**src/rtl/rxq_pkg.sv**
```systemverilog
package rxq_pkg;
    typedef enum logic [1:0] {
        Q_EMPTY   = 2'd0,
        Q_PARTIAL = 2'd1,
        Q_FULL    = 2'd2
    } fill_state_t;
endpackage

```
**src/rtl/rxq_store.sv**
```systemverilog
module rxq_store #(
    parameter int DEPTH = 16,
    parameter int DW    = 8
) (
    input  logic          clk,
    input  logic          srst,
    input  logic          wr_en,
    input  logic          rd_en,
    input  logic [DW-1:0] wr_data,
    output logic [DW-1:0] rd_data
);
    localparam int PW = $clog2(DEPTH);

    logic [DW-1:0] mem [DEPTH];
    logic [PW-1:0] wr_ptr;
    logic [PW-1:0] rd_ptr;

    always_ff @(posedge clk) begin
        if (wr_en) begin
            mem[wr_ptr] <= wr_data;
        end
    end

    always_ff @(posedge clk) begin
        if (srst) begin
            wr_ptr  <= '0;
            rd_ptr  <= '0;
            rd_data <= '0;
        end else begin
            if (wr_en) begin
                wr_ptr <= wr_ptr + PW'(1);
            end
            if (rd_en) begin
                rd_ptr  <= rd_ptr + PW'(1);
                rd_data <= mem[rd_ptr];
            end
        end
    end

    AST_READ_HOLD: assert property (@(posedge clk) disable iff (srst)
        !rd_en |=> $stable(rd_data));
    AST_PTR_IDLE: assert property (@(posedge clk) disable iff (srst)
        !wr_en && !rd_en |=> $stable(wr_ptr) && $stable(rd_ptr));
endmodule

```
**src/rtl/rxq_ctrl.sv**
```systemverilog
module rxq_ctrl
    import rxq_pkg::*;
#(
    parameter int DEPTH = 16,
    localparam int CW   = $clog2(DEPTH) + 1
) (
    input  logic          clk,
    input  logic          srst,
    input  logic          push_req,
    input  logic          pop_req,
    output logic          wr_en,
    output logic          rd_en,
    output fill_state_t   state,
    output logic [CW-1:0] count,
    output logic          ovf
);
    fill_state_t   state_nxt;
    logic [CW-1:0] cnt_nxt;

    always_comb begin
        wr_en   = push_req && (state != Q_FULL);
        rd_en   = pop_req && (state != Q_EMPTY);
        cnt_nxt = count + CW'(wr_en) - CW'(rd_en);
    end

    always_comb begin
        state_nxt = state;
        unique case (state)
            Q_EMPTY: begin
                if (wr_en) begin
                    state_nxt = (cnt_nxt == CW'(DEPTH)) ? Q_FULL : Q_PARTIAL;
                end
            end
            Q_PARTIAL: begin
                if (cnt_nxt == '0) begin
                    state_nxt = Q_EMPTY;
                end else if (cnt_nxt == CW'(DEPTH)) begin
                    state_nxt = Q_FULL;
                end
            end
            Q_FULL: begin
                if (rd_en) begin
                    state_nxt = (cnt_nxt == '0) ? Q_EMPTY : Q_PARTIAL;
                end
            end
            default: state_nxt = Q_EMPTY;
        endcase
    end

    always_ff @(posedge clk) begin
        if (srst) begin
            state <= Q_EMPTY;
            count <= '0;
            ovf   <= 1'b0;
        end else begin
            state <= state_nxt;
            count <= cnt_nxt;
            if (push_req && (state == Q_FULL)) begin
                ovf <= 1'b1;
            end
        end
    end

    AST_EMPTY_ZERO: assert property (@(posedge clk) disable iff (srst)
        (state == Q_EMPTY) == (count == '0));
    AST_FULL_DEPTH: assert property (@(posedge clk) disable iff (srst)
        (state == Q_FULL) == (count == CW'(DEPTH)));
    AST_FULL_DROP: assert property (@(posedge clk) disable iff (srst)
        push_req && !pop_req && (state == Q_FULL) |=> (count == $past(count)) && ovf);
    AST_OVF_STICKY: assert property (@(posedge clk) disable iff (srst)
        ovf |=> ovf);
    AST_PAIR_KEEP: assert property (@(posedge clk) disable iff (srst)
        push_req && pop_req && (state == Q_PARTIAL) |=> count == $past(count));
endmodule

```
**src/rtl/rxq_mark.sv**
```systemverilog
module rxq_mark #(
    parameter int PW    = 4,
    localparam int CW   = PW + 1
) (
    input  logic          clk,
    input  logic          srst,
    input  logic [CW-1:0] count,
    input  logic          thr_we,
    input  logic [PW-1:0] thr_wdata,
    output logic [PW-1:0] thr_value,
    output logic          level,
    output logic          pulse
);
    logic level_q;

    always_ff @(posedge clk) begin
        if (srst) begin
            thr_value <= '1;
            level_q   <= 1'b0;
        end else begin
            if (thr_we) begin
                thr_value <= thr_wdata;
            end
            level_q <= level;
        end
    end

    always_comb begin
        level = count > {1'b0, thr_value};
        pulse = level && !level_q;
    end

    AST_PULSE_SINGLE: assert property (@(posedge clk) disable iff (srst)
        pulse |=> !pulse);
    AST_PULSE_LEVEL: assert property (@(posedge clk) disable iff (srst)
        pulse |-> level);
    AST_THR_WRITE: assert property (@(posedge clk) disable iff (srst)
        thr_we |=> thr_value == $past(thr_wdata));
endmodule

```
**src/rtl/rx_byte_queue.sv**
```systemverilog
module rx_byte_queue
    import rxq_pkg::*;
#(
    parameter int DEPTH = 16,
    parameter int DW    = 8,
    localparam int PW   = $clog2(DEPTH),
    localparam int CW   = PW + 1
) (
    input  logic          clk,
    input  logic          srst,
    input  logic          push_req,
    input  logic [DW-1:0] push_data,
    input  logic          pop_req,
    output logic [DW-1:0] pop_data,
    input  logic          thr_we,
    input  logic [PW-1:0] thr_wdata,
    output logic [PW-1:0] thr_value,
    output logic [PW-1:0] occ_code,
    output logic          empty,
    output logic          full,
    output logic          thr_level,
    output logic          thr_pulse,
    output logic          overflow
);
    fill_state_t   state;
    logic [CW-1:0] count;
    logic          wr_en;
    logic          rd_en;

    rxq_ctrl #(.DEPTH(DEPTH)) u_ctrl (
        .clk      (clk),
        .srst     (srst),
        .push_req (push_req),
        .pop_req  (pop_req),
        .wr_en    (wr_en),
        .rd_en    (rd_en),
        .state    (state),
        .count    (count),
        .ovf      (overflow)
    );

    rxq_store #(.DEPTH(DEPTH), .DW(DW)) u_store (
        .clk     (clk),
        .srst    (srst),
        .wr_en   (wr_en),
        .rd_en   (rd_en),
        .wr_data (push_data),
        .rd_data (pop_data)
    );

    rxq_mark #(.PW(PW)) u_mark (
        .clk       (clk),
        .srst      (srst),
        .count     (count),
        .thr_we    (thr_we),
        .thr_wdata (thr_wdata),
        .thr_value (thr_value),
        .level     (thr_level),
        .pulse     (thr_pulse)
    );

    always_comb begin
        empty    = (state == Q_EMPTY);
        full     = (state == Q_FULL);
        occ_code = (count == '0) ? '0 : PW'(count - CW'(1));
    end

    AST_POP_EMPTY_HOLD: assert property (@(posedge clk) disable iff (srst)
        pop_req && empty |=> $stable(pop_data));
    AST_FLAGS_APART: assert property (@(posedge clk) disable iff (srst)
        !(empty && full));
endmodule

```
**config.mk**
```make
export PLATFORM = sky130hd
export DESIGN_NAME = rx_byte_queue
export DESIGN_NICKNAME = d
export VERILOG_FILES = /design/src/rtl/rxq_pkg.sv /design/src/rtl/rxq_store.sv /design/src/rtl/rxq_ctrl.sv /design/src/rtl/rxq_mark.sv /design/src/rtl/rx_byte_queue.sv
export SDC_FILE = /design/constraint.sdc
export NUM_CORES = 1
export LEC_CHECK = 0
export BUFFER_PORTS_ARGS = -buffer_cell sky130_fd_sc_hd__buf_4
export CORE_MARGIN = 3
export CORE_UTILIZATION = 60
export CTS_BUF_LIST = sky130_fd_sc_hd__clkbuf_4 sky130_fd_sc_hd__clkbuf_8 sky130_fd_sc_hd__clkbuf_16
export CTS_CLUSTER_DIAMETER = 150
export CTS_CLUSTER_SIZE = 10
export DETAILED_ROUTE_END_ITERATION = 8
export PLACE_DENSITY = 0.78
export SYNTH_ARGS = -nofsm -noshare
export SYNTH_HDL_FRONTEND = slang
export SYNTH_SLANG_ARGS = --single-unit
```
**constraint.sdc**
```tcl
create_clock -name clk -period 7.6 [get_ports clk]
set_clock_uncertainty 0.05 [all_clocks]
set_input_delay 0.76 -clock clk [delete_from_list [all_inputs] [get_ports clk]]
set_output_delay 0.76 -clock clk [all_outputs]
set_load 0.01 [all_outputs]
```
======== Yosys cells after proc, flatten, opt, wreduce, memory -nomap -nowiden ========
Memories as Yosys holds them, arrays and structs flattened. A register that Yosys moved wholly into a read port is not among the register bits.
Index checks and enable logic that the tools add are counted.
storage, ports and cells
  bits in registers ....................... 21
  RAM bits ................................ 128
  bits of input ports ..................... 17
  output and inout bits ................... 21
  memories kept ........................... 1
memories
  name         depth  bits a word  read ports  clocked after Yosys merged registers in  wr ports  line             source
  u_store.mem  16     8            1           1                                        1         rxq_store.sv:14  logic [DW-1:0] mem [DEPTH];
operators by class
  add/sub/neg operators ................... 5
  $lt $le $gt $ge ......................... 1
  eq/ne operators ......................... 7
  mux-type cells .......................... 10
  reduce and logical (&&, ||, !) cells .... 10
operators by type and width
  kind                   count
  $logic_not A5 Y1       2
  $mux W2                5
  $add A4 B1 Y4 const B  2
  $pmux W2 S3            1
  $add A5 B1 Y5          1
  $eq A5 B5 Y1 const B   1
  $gt A5 B4 Y1           1
  $sub A5 B1 Y5          1
  $logic_and A1 B1 Y1    4
  $mux W4                1
  $ne A2 B1 Y1 const B   2
  $sub A4 B1 Y4 const B  1
  $mux W1                3
  $ne A3 B1 Y1 const B   1
  $reduce_and A3 Y1      1
  $eq A2 B1 Y1 const B   1
  $eq A2 B2 Y1 const B   1
  $logic_not A2 Y1       1
  $ne A2 B2 Y1 const B   1
  $reduce_bool A2 Y1     1
  $logic_not A1 Y1       1

======== Depth between registers and ports, before layout ========
Gate-level depths: netlist of run 1.
  word-level depth ........................ 8
  gate-level depth with buffers ........... 13
  gate-level depth less buffers ........... 12

======== Cells and area by module ========
A second synthesis of run 1 with hierarchy kept.
unflattened totals
  cell total of the unflattened synthesis .. 407
  area, all modules ....................... 6517.5 µm²
modules (own cells, without submodules)
  module         times used  cells an instance  area an instance (µm²)
  rxq_store      1           302                5630.4
  rxq_ctrl       1           56                 511.7
  rxq_mark       1           32                 271.5
  rx_byte_queue  1           17                 103.8

======== Least setup slack after synthesis of run 1 ========
OpenSTA, ideal clock, no wires.
  path kind ............................... input-to-reg
  start point ............................. in pop_req
  end point ............................... reg u_ctrl.state[0]
  library setup time ...................... 0.117 ns
  arrival time ............................ 2.614 ns
  slack ................................... 4.819 ns
  cell stages on the path ................. 12
  buffers on the path ..................... 1
  cell sequence ........................... o21ai_1 -> clkbuf_1 -> nand2_1 -> nand2_1 -> ha_1 -> inv_1 -> fa_1 -> o21bai_1 -> a21oi_1 -> xnor2_1 -> mux2i_1 -> a22o_1
on the way
  longest elaborated chain between the ends .. 6
ends and longest elaborated chain
  item                                              line                            source
  from (decl)                                       rx_byte_queue.sv:13             input logic pop_req,
  $logic_and A1 B1 Y1 (*)                           rxq_ctrl.sv:22                  rd_en = pop_req && (state != Q_EMPTY);
  $sub A5 B1 Y5                                     rxq_ctrl.sv:23                  cnt_nxt = count + CW'(wr_en) - CW'(rd_en);
  $eq A5 B5 Y1 or $logic_not A5 Y1 (tied branches)  --
  $mux W2 or $mux W1 (tied branches)                rxq_ctrl.sv:31, rxq_ctrl.sv:43
  $mux W2 (on tied branches)                        rxq_ctrl.sv:30, rxq_ctrl.sv:42
  $pmux W2 S3                                       rxq_ctrl.sv:28                  unique case (state)
  to (signal assigned)                              rxq_ctrl.sv:56                  state <= state_nxt;
  to (decl)                                         rxq_ctrl.sv:13                  output fill_state_t state,
Every way passes the cells marked *; elsewhere a longest branch is shown, timed or not. The select of a mux whose other input is x is not followed.
A chain may end at the register's enable or synchronous reset.

======== Worst setup path in the final report of run 1 ========
  start point ............................. reg u_ctrl.count[1]
  end point ............................... out thr_pulse
on the way
  longest elaborated chain between the ends .. 2
ends and longest elaborated chain
  item                    line                 source
  from (decl)             rxq_ctrl.sv:14       output logic [CW-1:0] count,
  from (signal assigned)  rxq_ctrl.sv:57       count <= cnt_nxt;
  $gt A5 B4 Y1            rxq_mark.sv:29       level = count > {1'b0, thr_value};
  $logic_and A1 B1 Y1     rxq_mark.sv:30       pulse = level && !level_q;
  to (decl)               rx_byte_queue.sv:22  output logic thr_pulse,
No other way between the ends.

==> metrics.md, run 1 <==
| Metric | Value |
|---|---|
| Max Clk Rate | `approximately 330 MHz` |
| Overflow left after global routing | `0` |
| Fill cell count | `roughly 660` |
| Most frequent cells in the layout | `128 x edfxtp_1, 43 x buf_4, 37 x nor2_1, 27 x dfxtp_1, 19 x nand2_1` |
| Layout cell share with drive strength beyond 1 | `0.209` |
| Pwr dens | `roughly 320 mW/mm2` |
| First-pass DRT Iterations | `6` |
| Die W | `~110 um` |
| Post CTS Setup Buffer Count | `0` |
| CTS clock-pin slew for the worst setup and hold paths | `0.06 ns` |
| Number of distinct library cells after synthesis | `37` |
| Final wirelength | `~13000 um` |
| Post-synthesis async set-or-reset flop share | `0` |
| Worst r2r src | `u_ctrl.state[1]` |
| Crit path depth | `7` |
| CP endpoint kind | `output pin` |
| Worst Setup SP | `u_ctrl.count[1]` |
| Nets@finish | `around 460` |
| Worst reg2reg setup slack | `about 4.6 ns` |
| RSZ-0062 raised after global routing | `no` |
| Mean area per synthesized cell | `~17 um2` |
| Total number of vias | `3436` |
| Post-synthesis cell count | `384` |
| Crit path required time | `6.79 ns` |
| PnR worst setup slack | `4.60 ns` |
| Clk buf depth | `2` |
| Place WS | `4.40 ns` |
| # port buffers | `37` |
| Drt drc | `0` |
| WL/cell | `21.7 um` |
| Hold buffer count at CTS | `0` |
| CTS Buf Count | `17` |
| CP max FO | `4` |
| H-Tree Depth | `4` |
| Final core occ | `0.716` |
| Crit path DAT | `~2.2 ns` |
| Hold Crit Depth | `3` |
| Main synth FF type | `edfxtp_1` |
| Setup TNS | `0 ns` |
| Hold_sp | `thr_wdata[1]` |
| Standard-cell rows | `37` |
| Detail Placement HPWL | `between 7000 and 8000 um` |
| ANT cells | `0` |
| Total power | `about 2.4 mW` |
| Post-Synthesis Net Count | `420` |
| Crit path max-delay family | `flip-flops` |
| Vias in the first global route | `about 3400` |
| Placer Congestion | `about 0.84` |
| CP Class | `register to output pin` |
| Final critical-path required period | `~3 ns` |
| Largest net degree at the start of global routing | `36` |
| Post-DP Area | `0.00688 mm2` |
| Hold Violations, Final | `0` |
| Worst-Skew Late Latency | `roughly 0.53 ns` |
| Total of max-cap violations | `0` |
| Worst Hold Path EP | `u_mark.thr_value[1]` |
| Crit path max-delay cell type | `dfxtp_1` |
| P&R area growth vs syn | `14.9%` |
| DRT iter0 DRCs | `roughly 260` |
| EDFF count, synth | `~130` |
| Reg2reg path depth | `11` |
| Root buffer cell | `clkbuf_8` |
| CORE AREA | `roughly 0.010 mm2` |
| Peak supply drop | `0.000217 V` |
| Final Cycle Share | `0.394` |
| CTS tree | `done` |
| CP Launch Type | `register` |
| Relative slew slack | `0.378` |
| Most common cell after layout, fill and taps aside | `edfxtp_1` |
| Cell area after layout | `approximately 0.0075 mm2` |
| Min-delay worst type | `primary input to register` |
| Cell Chain, Critical Path | `ha_1, nor2b_1, o21a_1, o21a_1, nor3_1, nor3_1, buf_4` |
| Multi-input gate area | `around 0.0019 mm2` |
| First-pass GRT wire length | `about 19000 um` |
| Antenna-violating nets left | `0` |
| Die area | `~0.012 mm2` |
| Post-CTS sizing | `0` |
| Initial antenna violation count | `0` |
| Met3 Use GR | `0.0507` |
| Total GRT Usage | `0.223` |
| Status | `finished clean` |
| Vias per cell | `between 5 and 6` |
| Initial Util | `0.623` |
| Register area | `between 0.004 and 0.005 mm2` |
| Gr busiest metal | `met2` |
| Synth warn | `0` |
| Sequential area share after synthesis | `0.679` |
| Actual slew at the worst max-slew pin | `0.929 ns` |
| Flops & latches, synth | `157` |
| Leakage power | `between 2 and 3 nW` |
| Final setup vio count | `0` |
| IO Count | `38` |
| Clk sinks | `approximately 160` |
| Final Max Tran Viols | `0` |
| Cell Area, Synth | `between 0.006 and 0.007 mm2` |
| Die span in y | `approximately 110 um` |
| Met2 usage | `0.370` |
| Worst R2R End | `u_ctrl.state[0]` |
| Buf/Inv on CP | `1` |
| Slowest Stage Delay on Critical Path | `0.45 ns` |
| Grt met1 use | `0.288` |
[power breakdown]
part / internal [mW] / switching (mW) / leakage [nW]
registers: 0.985 / 0.0422 / 1.40
clock network: 0.531 / 0.333 / 0.282
logic: 0.251 / 0.286 / 0.934
[final cells by class]
class | instances | share of cell area
clock inverters | 15 | 0.0261
repair buffers | 43 | 0.0431
clock buffers | 17 | 0.0553
flip-flops and latches | 157 | 0.591
inverters | 14 | 0.00702
multi-input cells | 194 | 0.255
well taps | 136 | 0.0227
[synthesized netlist by cell type (8+ instances only)]
| master | instances | area share |
|---|---|---|
| edfxtp_1 | 128 | 0.59 |
| nor2_1 | 37 | 0.021 |
| dfxtp_1 | 29 | 0.089 |
| nand2_1 | 19 | 0.011 |
| ha_1 | 18 | 0.035 |
| mux2i_1 | 18 | 0.028 |
| mux4_1 | 18 | 0.073 |
| inv_1 | 14 | 0.0081 |
| mux4_2 | 14 | 0.048 |
| a31o_1 | 8 | 0.011 |
| o22ai_1 | 8 | 0.0077 |
[flip-flops by register name (all words and copies together), names as in the netlist]
| register | count |
|---|---|
| u_ctrl.ovf | 1 |
| u_store.rd_data | 8 |
| u_store.mem | 128 |
| u_store.wr_ptr | 4 |
| u_ctrl.count | 5 |
| u_ctrl.state | 2 |
| u_mark.thr_value | 4 |
| u_mark.level_q | 1 |
| u_store.rd_ptr | 4 |
[logic make-up (layout without fill, tap and decap cells)]
| logic type | Yosys count | after routing | share of synthesized area |
|---|---|---|---|
| AOI/OAI and AO/OA | 33 | 33 | 0.0353 |
| and+or+nand+nor | 80 | 80 | 0.0549 |
| DFF | 157 | 157 | 0.679 |
| xor gates and xnor gates | 12 | 12 | 0.0161 |
| adders and majority gates | 19 | 19 | 0.0376 |
| buffers and inverters | 33 | 89 | 0.0286 |
| muxes | 50 | 50 | 0.149 |
[tightest hold or removal path, cell delays in order]
cell and delay, ns:
buf_4 0.08, nand2_1 0.04, o211ai_1 0.07
[how the worst max path moves through the flow]
stage | end | slack (ns)
4_1_cts | thr_pulse | 4.57
5_1_grt | u_ctrl.state[0] | 4.41
3_3_place_gp | u_ctrl.state[0] | 4.52
3_5_place_dp | u_ctrl.state[0] | 4.40
6_report | thr_pulse | 4.60
2_1_floorplan | u_ctrl.state[0] | 4.82
[routing by layer]
metal  vias up  part of all wire
met5         -                 0
met4         0             0.017
met3        18             0.060
met2       114              0.51
met1      1734              0.41
li1       1570                 -
[through the flow]
| stage | hold slack (ns) | cells |
|---|---|---|
| after floorplan | 0.452 | 384 |
| after CTS | 0.386 | 576 |
| final | 0.406 | 576 |
| after detailed placement | 0.424 | 544 |
| after global placement | 0.408 | 544 |
| after global routing | 0.407 | 576 |
Power figures use the tool's default switching activity.
==> inputs of run 2 (changes only) <==
--- a/config.mk
+++ b/config.mk
@@ -5,14 +5,15 @@
 export SDC_FILE = /design/constraint.sdc
 export NUM_CORES = 1
 export LEC_CHECK = 0
+export ABC_AREA = 1
 export BUFFER_PORTS_ARGS = -buffer_cell sky130_fd_sc_hd__buf_4
 export CORE_MARGIN = 3
-export CORE_UTILIZATION = 60
+export CORE_UTILIZATION = 55
 export CTS_BUF_LIST = sky130_fd_sc_hd__clkbuf_4 sky130_fd_sc_hd__clkbuf_8 sky130_fd_sc_hd__clkbuf_16
 export CTS_CLUSTER_DIAMETER = 150
 export CTS_CLUSTER_SIZE = 10
 export DETAILED_ROUTE_END_ITERATION = 8
-export PLACE_DENSITY = 0.78
+export PLACE_DENSITY = 0.75
 export SYNTH_ARGS = -nofsm -noshare
 export SYNTH_HDL_FRONTEND = slang
 export SYNTH_SLANG_ARGS = --single-unit
==> constraint.sdc (replaced) <==
create_clock -name clk -period 2.7 [get_ports clk]
set_clock_uncertainty 0.05 [all_clocks]
set_input_delay 0.27 -clock clk [delete_from_list [all_inputs] [get_ports clk]]
set_output_delay 0.27 -clock clk [all_outputs]
set_load 0.01 [all_outputs]
==> run 2 against run 1 <==
Against the previous run:
- routed wire length increased by 15%
- cell area increased by 4.4%
- final cell count up 45%
- die area increased by 12%
- global-route usage is 0.42 points higher
- sequential power increased to 2.8 times the previous value
- critical endpoint is now u_ctrl.state[0]
==> metrics.md, run 2 <==
| Metric | Value |
|---|---|
| First-pass GRT wire length | `~23000 um` |
| Cell Chain, Critical Path | `inv_2, nor2_2, nor2_4, nor2_4, inv_2, nand2_1, ha_1, inv_1, fa_1, nand2_1, nor2_2, nand3_1, o21ai_0, nand3_1, nand2_1, inv_1` |
| Actual slew at the worst max-slew pin | `between 0.7 and 0.8 ns` |
| Number of distinct library cells after synthesis | `26` |
| Layout cell share with drive strength beyond 1 | `0.136` |
| EDFF count, synth | `between 100 and 150` |
| Cell Area, Synth | `between 0.006 and 0.007 mm2` |
| Antenna-violating nets left | `0` |
| Worst-Skew Late Latency | `roughly 0.41 ns` |
| Sequential Power Share | `0.382` |
| Top flop regs | `u_store.mem x128, u_store.rd_data x8, u_ctrl.count x5` |
| Pwr dens | `~970 mW/mm2` |
| Worst Setup SP | `u_ctrl.state[1]` |
| Final Cycle Share | `0.929` |
| Overflow left after global routing | `0` |
| Worst r2r src | `u_ctrl.state[1]` |
| Synth warn | `0` |
| Post-synthesis async set-or-reset flop share | `0` |
| CTS clock-pin slew for the worst setup and hold paths | `roughly 0.060 ns` |
| Crit path to | `u_ctrl.state[0]` |
| CTS Buf Count | `17` |
| Max Clk Rate | `around 400 MHz` |
| First-pass DRT Iterations | `5` |
| Most frequent cells in the layout | `156 x nor2_1, 128 x edfxtp_1, 55 x buf_4, 52 x nand2_1, 51 x o21ai_0` |
| Relative slew slack | `0.484` |
| Post CTS Setup Buffer Count | `0` |
| Place WS | `0.134 ns` |
| Placer Congestion | `between 0.8 and 0.9` |
| Synth Area in Compound Gates | `0.0966` |
| Area leader, netlist | `edfxtp_1` |
| Net load switching power | `between 2 and 2.5 mW` |
| IO Count | `38` |
| Peak supply drop | `around 0.00056 V` |
| Xor and xnor area share after synthesis | `0.00130` |
| Yosys top cell area share | `0.570` |
| Worst R2R End | `u_ctrl.state[0]` |
| Vias in the first global route | `~4500` |
| H-Tree Depth | `4` |
| Hold buffer count at CTS | `0` |
| Largest family of logic cells by synthesized area | `simple AND/OR/NAND/NOR gates` |
| PnR worst setup slack | `0.192 ns` |
| Clk buf depth | `2` |
| Final Max Tran Viols | `0` |
| Crit path DAT | `about 2.8 ns` |
| Status | `finished clean` |
| Most used cell, CP | `nand2_1` |
| DRT iter0 DRCs | `427` |
| Total of max-cap violations | `0` |
| Post-synthesis mux area share | `0` |
| Reg2reg path depth | `16` |
| Nets@finish | `717` |
| Detail Placement HPWL | `around 9300 um` |
| Int Pwr | `approximately 5.2 mW` |
| Total GRT Usage | `0.227` |
| Final critical-path required period | `around 2.5 ns` |
| Root buffer cell | `clkbuf_16` |
| Met3 Use GR | `0.0451` |
| WL/cell | `between 15 and 20 um` |
| WHS | `about 0.022 ns` |
| Post-CTS sizing | `0` |
| Initial antenna violation count | `0` |
| Min-delay worst type | `primary input to register` |
| Worst reg2reg setup slack | `about 0.19 ns` |
| Mean area per synthesized cell | `approximately 11 um2` |
| Die W | `117 um` |
| Most common cell in the netlist | `nor2_1` |
| Sequential area share after synthesis | `0.656` |
| Post-Synthesis Net Count | `between 600 and 700` |
| Met2 usage | `0.373` |
| Total number of vias | `about 4700` |
| Combinational fraction of design power | `0.283` |
| CP Class | `register to register` |
| Most frequent cells after synthesis | `158 x nor2_1, 128 x edfxtp_1, 52 x nand2_1, 51 x o21ai_0, 44 x inv_1` |
| Die span in y | `between 100 and 150 um` |
| Die area | `approximately 0.014 mm2` |
| Largest net degree at the start of global routing | `43` |
| Max reg flops | `between 100 and 150` |
| Sw Ratio | `0.311` |
| Slowest Stage Delay on Critical Path | `0.49 ns` |
| Area contributors post-synth | `edfxtp_1 57%, nor2_1 8.8%, dfxtp_1 8.6%` |
| Gr busiest metal | `met2` |
| Final setup vio count | `0` |
| Crit path max-delay cell type | `fa_1` |
| Hold Violations, Final | `0` |
| Grt met1 use | `0.302` |
| Crit path required time | `about 3.0 ns` |
| P&R area growth vs syn | `15.8%` |
| Simple-Gate Fraction of Synth Area | `0.156` |
| Main synth FF type | `edfxtp_1` |
| Most common cell after layout, fill and taps aside | `nor2_1` |
| Post-synthesis cell count | `between 600 and 700` |
| Final core occ | `0.667` |
| Clock power frac | `0.335` |
| CORE AREA | `0.0117 mm2` |
| CTS tree | `done` |
| Initial Util | `0.576` |
| # port buffers | `37` |
| Vias per cell | `5.61` |
| CP Launch Type | `register` |
| CP endpoint kind | `register` |
| Post-synthesis adder-cell area fraction | `0.0363` |
| Drt drc | `0` |
| Largest Register | `u_store.mem` |
| Standard-cell rows | `39` |
| Flops & latches, synth | `between 150 and 200` |
| Final wirelength | `about 14000 um` |
| Clk sinks | `157` |
| Leakage power | `approximately 3 nW` |
| ANT cells | `0` |
| CP max FO | `8` |
[run 2: cell count changes in the layout (fill, tap and decap cells not counted), moves of 11 or more]
cell,previous run,this run
nor2_1,37,156
o21ai_0,1,51
nand3_1,0,43
nand2_1,19,52
inv_1,14,44
o21ai_1,1,25
o211ai_1,3,24
mux2i_1,18,0
mux4_1,18,0
mux4_2,14,0
buf_4,43,55
a21oi_1,6,17
[run 2: area by class of cell]
| class | instances | area, um2 |
|---|---|---|
| flip-flops and latches | 157 | 4430 |
| fillers | 853 | 3900 |
| multi-input cells | 399 | 1970 |
| clock buffers | 19 | 440 |
| repair buffers | 55 | 413 |
| clock inverters | 12 | 194 |
| inverters | 51 | 191 |
| well taps | 143 | 179 |
[run 2: critical path: cells and delay by family (launching register included)]
family | cells | cell delay (ns)
AO/OA/AOI/OAI | 1 | 0.16
adder cells (fa/ha/maj) | 2 | 0.64
buffers and inverters | 4 | 0.20
flip-flops | 1 | 0.38
AND/OR/NAND/NOR | 9 | 0.98
[run 2: cell families after synthesis]
| family | Yosys count |
|---|---|
| simple gates | 261 |
| flops | 157 |
| compound gates | 118 |
| buf+inv | 79 |
| fa+ha+maj | 19 |
| xor+xnor | 1 |
[run 2: worst min-delay path by stage]
stage	from	end	slack, ns	cells after the start
3_3_place_gp	u_ctrl.ovf	u_ctrl.ovf	0.39	2
3_5_place_dp	u_ctrl.ovf	u_ctrl.ovf	0.40	2
2_1_floorplan	push_data[0]	u_store.mem[0][0]	0.32	0
6_report	thr_wdata[3]	u_mark.thr_value[3]	0.02	3
5_1_grt	thr_wdata[3]	u_mark.thr_value[3]	0.02	3
4_1_cts	thr_wdata[0]	u_mark.thr_value[0]	0.006	3
[run 2: power groups by stage]
stage / Combinational (mW) / Clock, mW / Sequential [mW]
2_1_floorplan: 1.47 / 0 / 2.91
3_3_place_gp: 2.03 / 0 / 2.93
3_5_place_dp: 2.11 / 0 / 2.94
4_1_cts: 2.13 / 2.56 / 2.89
5_1_grt: 2.44 / 2.69 / 2.90
6_report: 2.14 / 2.53 / 2.89
[run 2: metrics by stage]
stage	setup TNS, ns	cell area [um2]	power [mW]	std cells
CTS	0	7800	7.57	836
detailed placement	0	7170	5.05	805
finish	0	7820	7.56	836
floorplan	0	6750	4.39	635
global route	-0.00394	7820	8.03	836
global placement	0	7170	4.95	805
[run 2: per-layer routing]
layer  wire (um)  vias to the layer above  share of wire
met5           0                        -              0
met4         240                        0          0.017
met3        1010                       20          0.070
met2        6980                      188           0.49
met1        6150                     2204           0.43
li1            -                     2276              -
==> inputs of run 3 (changes only) <==
--- a/config.mk
+++ b/config.mk
@@ -14,6 +14,7 @@
 export CTS_CLUSTER_SIZE = 10
 export DETAILED_ROUTE_END_ITERATION = 8
 export PLACE_DENSITY = 0.75
+export SETUP_SLACK_MARGIN = 0.3
 export SYNTH_ARGS = -nofsm -noshare
 export SYNTH_HDL_FRONTEND = slang
 export SYNTH_SLANG_ARGS = --single-unit
==> run 3 against run 2 <==
Against the previous run:
- core utilization grew 1.1 points
- combinational power grew 19%
- clock power decreased by 8.7%
- setup slack improved by 0.016 ns
- non-clock buffer count is 15 higher
- highest routed layer unchanged
- register-to-register slack improved by 0.02 ns
- count of clock-buffer cells in the layout decreased by 1
==> metrics.md, run 3 (synthesis gave the netlist of run 2 again) <==
| Metric | Value |
|---|---|
| Crit path required time | `a little under 3 ns` |
| Worst-Skew Late Latency | `about 0.41 ns` |
| Most frequent cells in the layout | `155 x nor2_1, 128 x edfxtp_1, 69 x buf_4, 50 x o21ai_0, 49 x nand2_1` |
| PnR worst setup slack | `roughly 0.21 ns` |
| Leakage power | `about 3 nW` |
| Post-DP Area | `~0.0072 mm2` |
| DRT iter0 DRCs | `around 520` |
| Max reg flops | `between 100 and 150` |
| Top flop regs | `u_store.mem x128, u_store.rd_data x8, u_ctrl.count x5` |
| Vias in the first global route | `roughly 4700` |
| Nets@finish | `732` |
| First-pass DRT Iterations | `5` |
| Layout cell share with drive strength beyond 1 | `0.167` |
| Hold buffer count at CTS | `0` |
| First-pass GRT wire length | `24100 um` |
| Peak supply drop | `about 0.00056 V` |
| Cell area after layout | `between 0.007 and 0.008 mm2` |
| Initial antenna violation count | `0` |
| Clk buf depth | `2` |
| CP endpoint kind | `register` |
| Actual slew at the worst max-slew pin | `around 0.75 ns` |
| Total number of vias | `slightly below 5000` |
| CTS tree | `done` |
| Place WS | `about 0.15 ns` |
| ANT cells | `0` |
| Overflow left after global routing | `0` |
| Standard-cell rows | `39` |
| CTS Buf Count | `17` |
| Status | `finished clean` |
| Die area | `around 0.014 mm2` |
| Min-delay worst type | `primary input to register` |
| Final Max Tran Viols | `0` |
| # port buffers | `37` |
| Total power | `7.76 mW` |
| H-Tree Depth | `4` |
| Setup TNS | `0 ns` |
| Die span in y | `117 um` |
| Pwr dens | `a little under 1000 mW/mm2` |
| Placer Congestion | `0.829` |
| CP Class | `register to register` |
| Root buffer cell | `clkbuf_16` |
| Final wirelength | `approximately 16000 um` |
| Total of max-cap violations | `0` |
| Largest net degree at the start of global routing | `68` |
| Antenna-violating nets left | `0` |
| Final cell count without fillers | `between 800 and 900` |
| Drt drc | `0` |
| Vias per cell | `5.78` |
| Max Clk Rate | `around 400 MHz` |
| CORE AREA | `0.0117 mm2` |
| CP max FO | `3` |
| IO Count | `38` |
| Clk sinks | `157` |
| CP Launch Type | `register` |
| Die W | `117 um` |
| Initial Util | `0.576` |
| Most common cell after layout, fill and taps aside | `nor2_1` |
| P&R area growth vs syn | `17.7%` |
| CTS clock-pin slew for the worst setup and hold paths | `around 0.060 ns` |
| Relative slew slack | `0.498` |
| Final critical-path required period | `roughly 2.5 ns` |
| Total GRT Usage | `0.239` |
| RSZ-0062 raised after global routing | `yes` |
| Final setup vio count | `0` |
| WL/cell | `about 19 um` |
| Detail Placement HPWL | `9490 um` |
| Final Cycle Share | `0.923` |
| Hold Violations, Final | `0` |
| Cells after DPL | `slightly above 800` |
| Largest Register | `u_store.mem` |
| Crit path DAT | `2.76 ns` |
-- run 3: changes by cell type in the layout (fill, tap and decap cells not counted), sizes merged --
cell / change
buf: +15
bufinv: -2
clkbuf: -1
clkinv: +6
clkinvlp: -2
inv: -1
-- run 3: path summary, 6_finish.rpt --
| check | to | depth (start not counted) | slack, ns | from |
|---|---|---|---|---|
| worst max-delay path | u_ctrl.state[0] | 16 | 0.21 | u_ctrl.state[1] |
| worst min-delay path | u_mark.thr_value[1] | 3 | 0.01 | thr_wdata[1] |
| worst max register to register | u_ctrl.state[0] | 16 | 0.21 | u_ctrl.state[1] |
| worst min register to register | u_ctrl.ovf | 2 | 0.40 | u_ctrl.ovf |
-- run 3: area by class of cell --
type,instances,area (um2)
clock buffer,18,433
clock inverter,13,130
fill,818,3770
inverter,51,194
multi-input combinational,399,2040
sequential,157,4430
tap,143,179
timing repair buffer,70,529
-- run 3: power by group --
part | switching [mW] | internal [mW]
registers | 0.117 | 2.78
logic | 1.59 | 0.956
clock network | 0.886 | 1.43
-- run 3: routing by layer --
layer / vias to the layer above / part of all wire / global-route usage
met5: - / 0 / 0
met4: 0 / 0.035 / 0.119
met3: 45 / 0.080 / 0.0435
met2: 261 / 0.49 / 0.394
met1: 2312 / 0.39 / 0.304
li1: 2301 / - / -
-- run 3: repair_timing --
item                       in CTS  in global routing
setup buffers                   6                  7
setup endpoints to repair       2                  2
pin swaps                       6                 14
resized for setup               8                 14
-- run 3: per-stage QoR --
stage / utilization / hold WS, ns
final: 0.678 / 0.0126
after detailed placement: 0.615 / 0.403
after global placement: 0.615 / 0.389
after floorplan: - / 0.319
after global routing: 0.678 / 0.0335
after CTS: 0.669 / 0.00304
-- run 3: critical path, cell delays in order (launching register included) --
cell	delay [ns]
dfxtp_4	0.39
inv_4	0.05
nor2_4	0.12
nor2_4	0.07
nor2_4	0.12
inv_2	0.06
nand2_2	0.07
ha_4	0.13
inv_2	0.03
fa_2	0.54
nand2_2	0.07
nor2_4	0.16
nand3_4	0.12
a21oi_2	0.18
nand3_1	0.11
nand2_1	0.09
inv_1	0.04
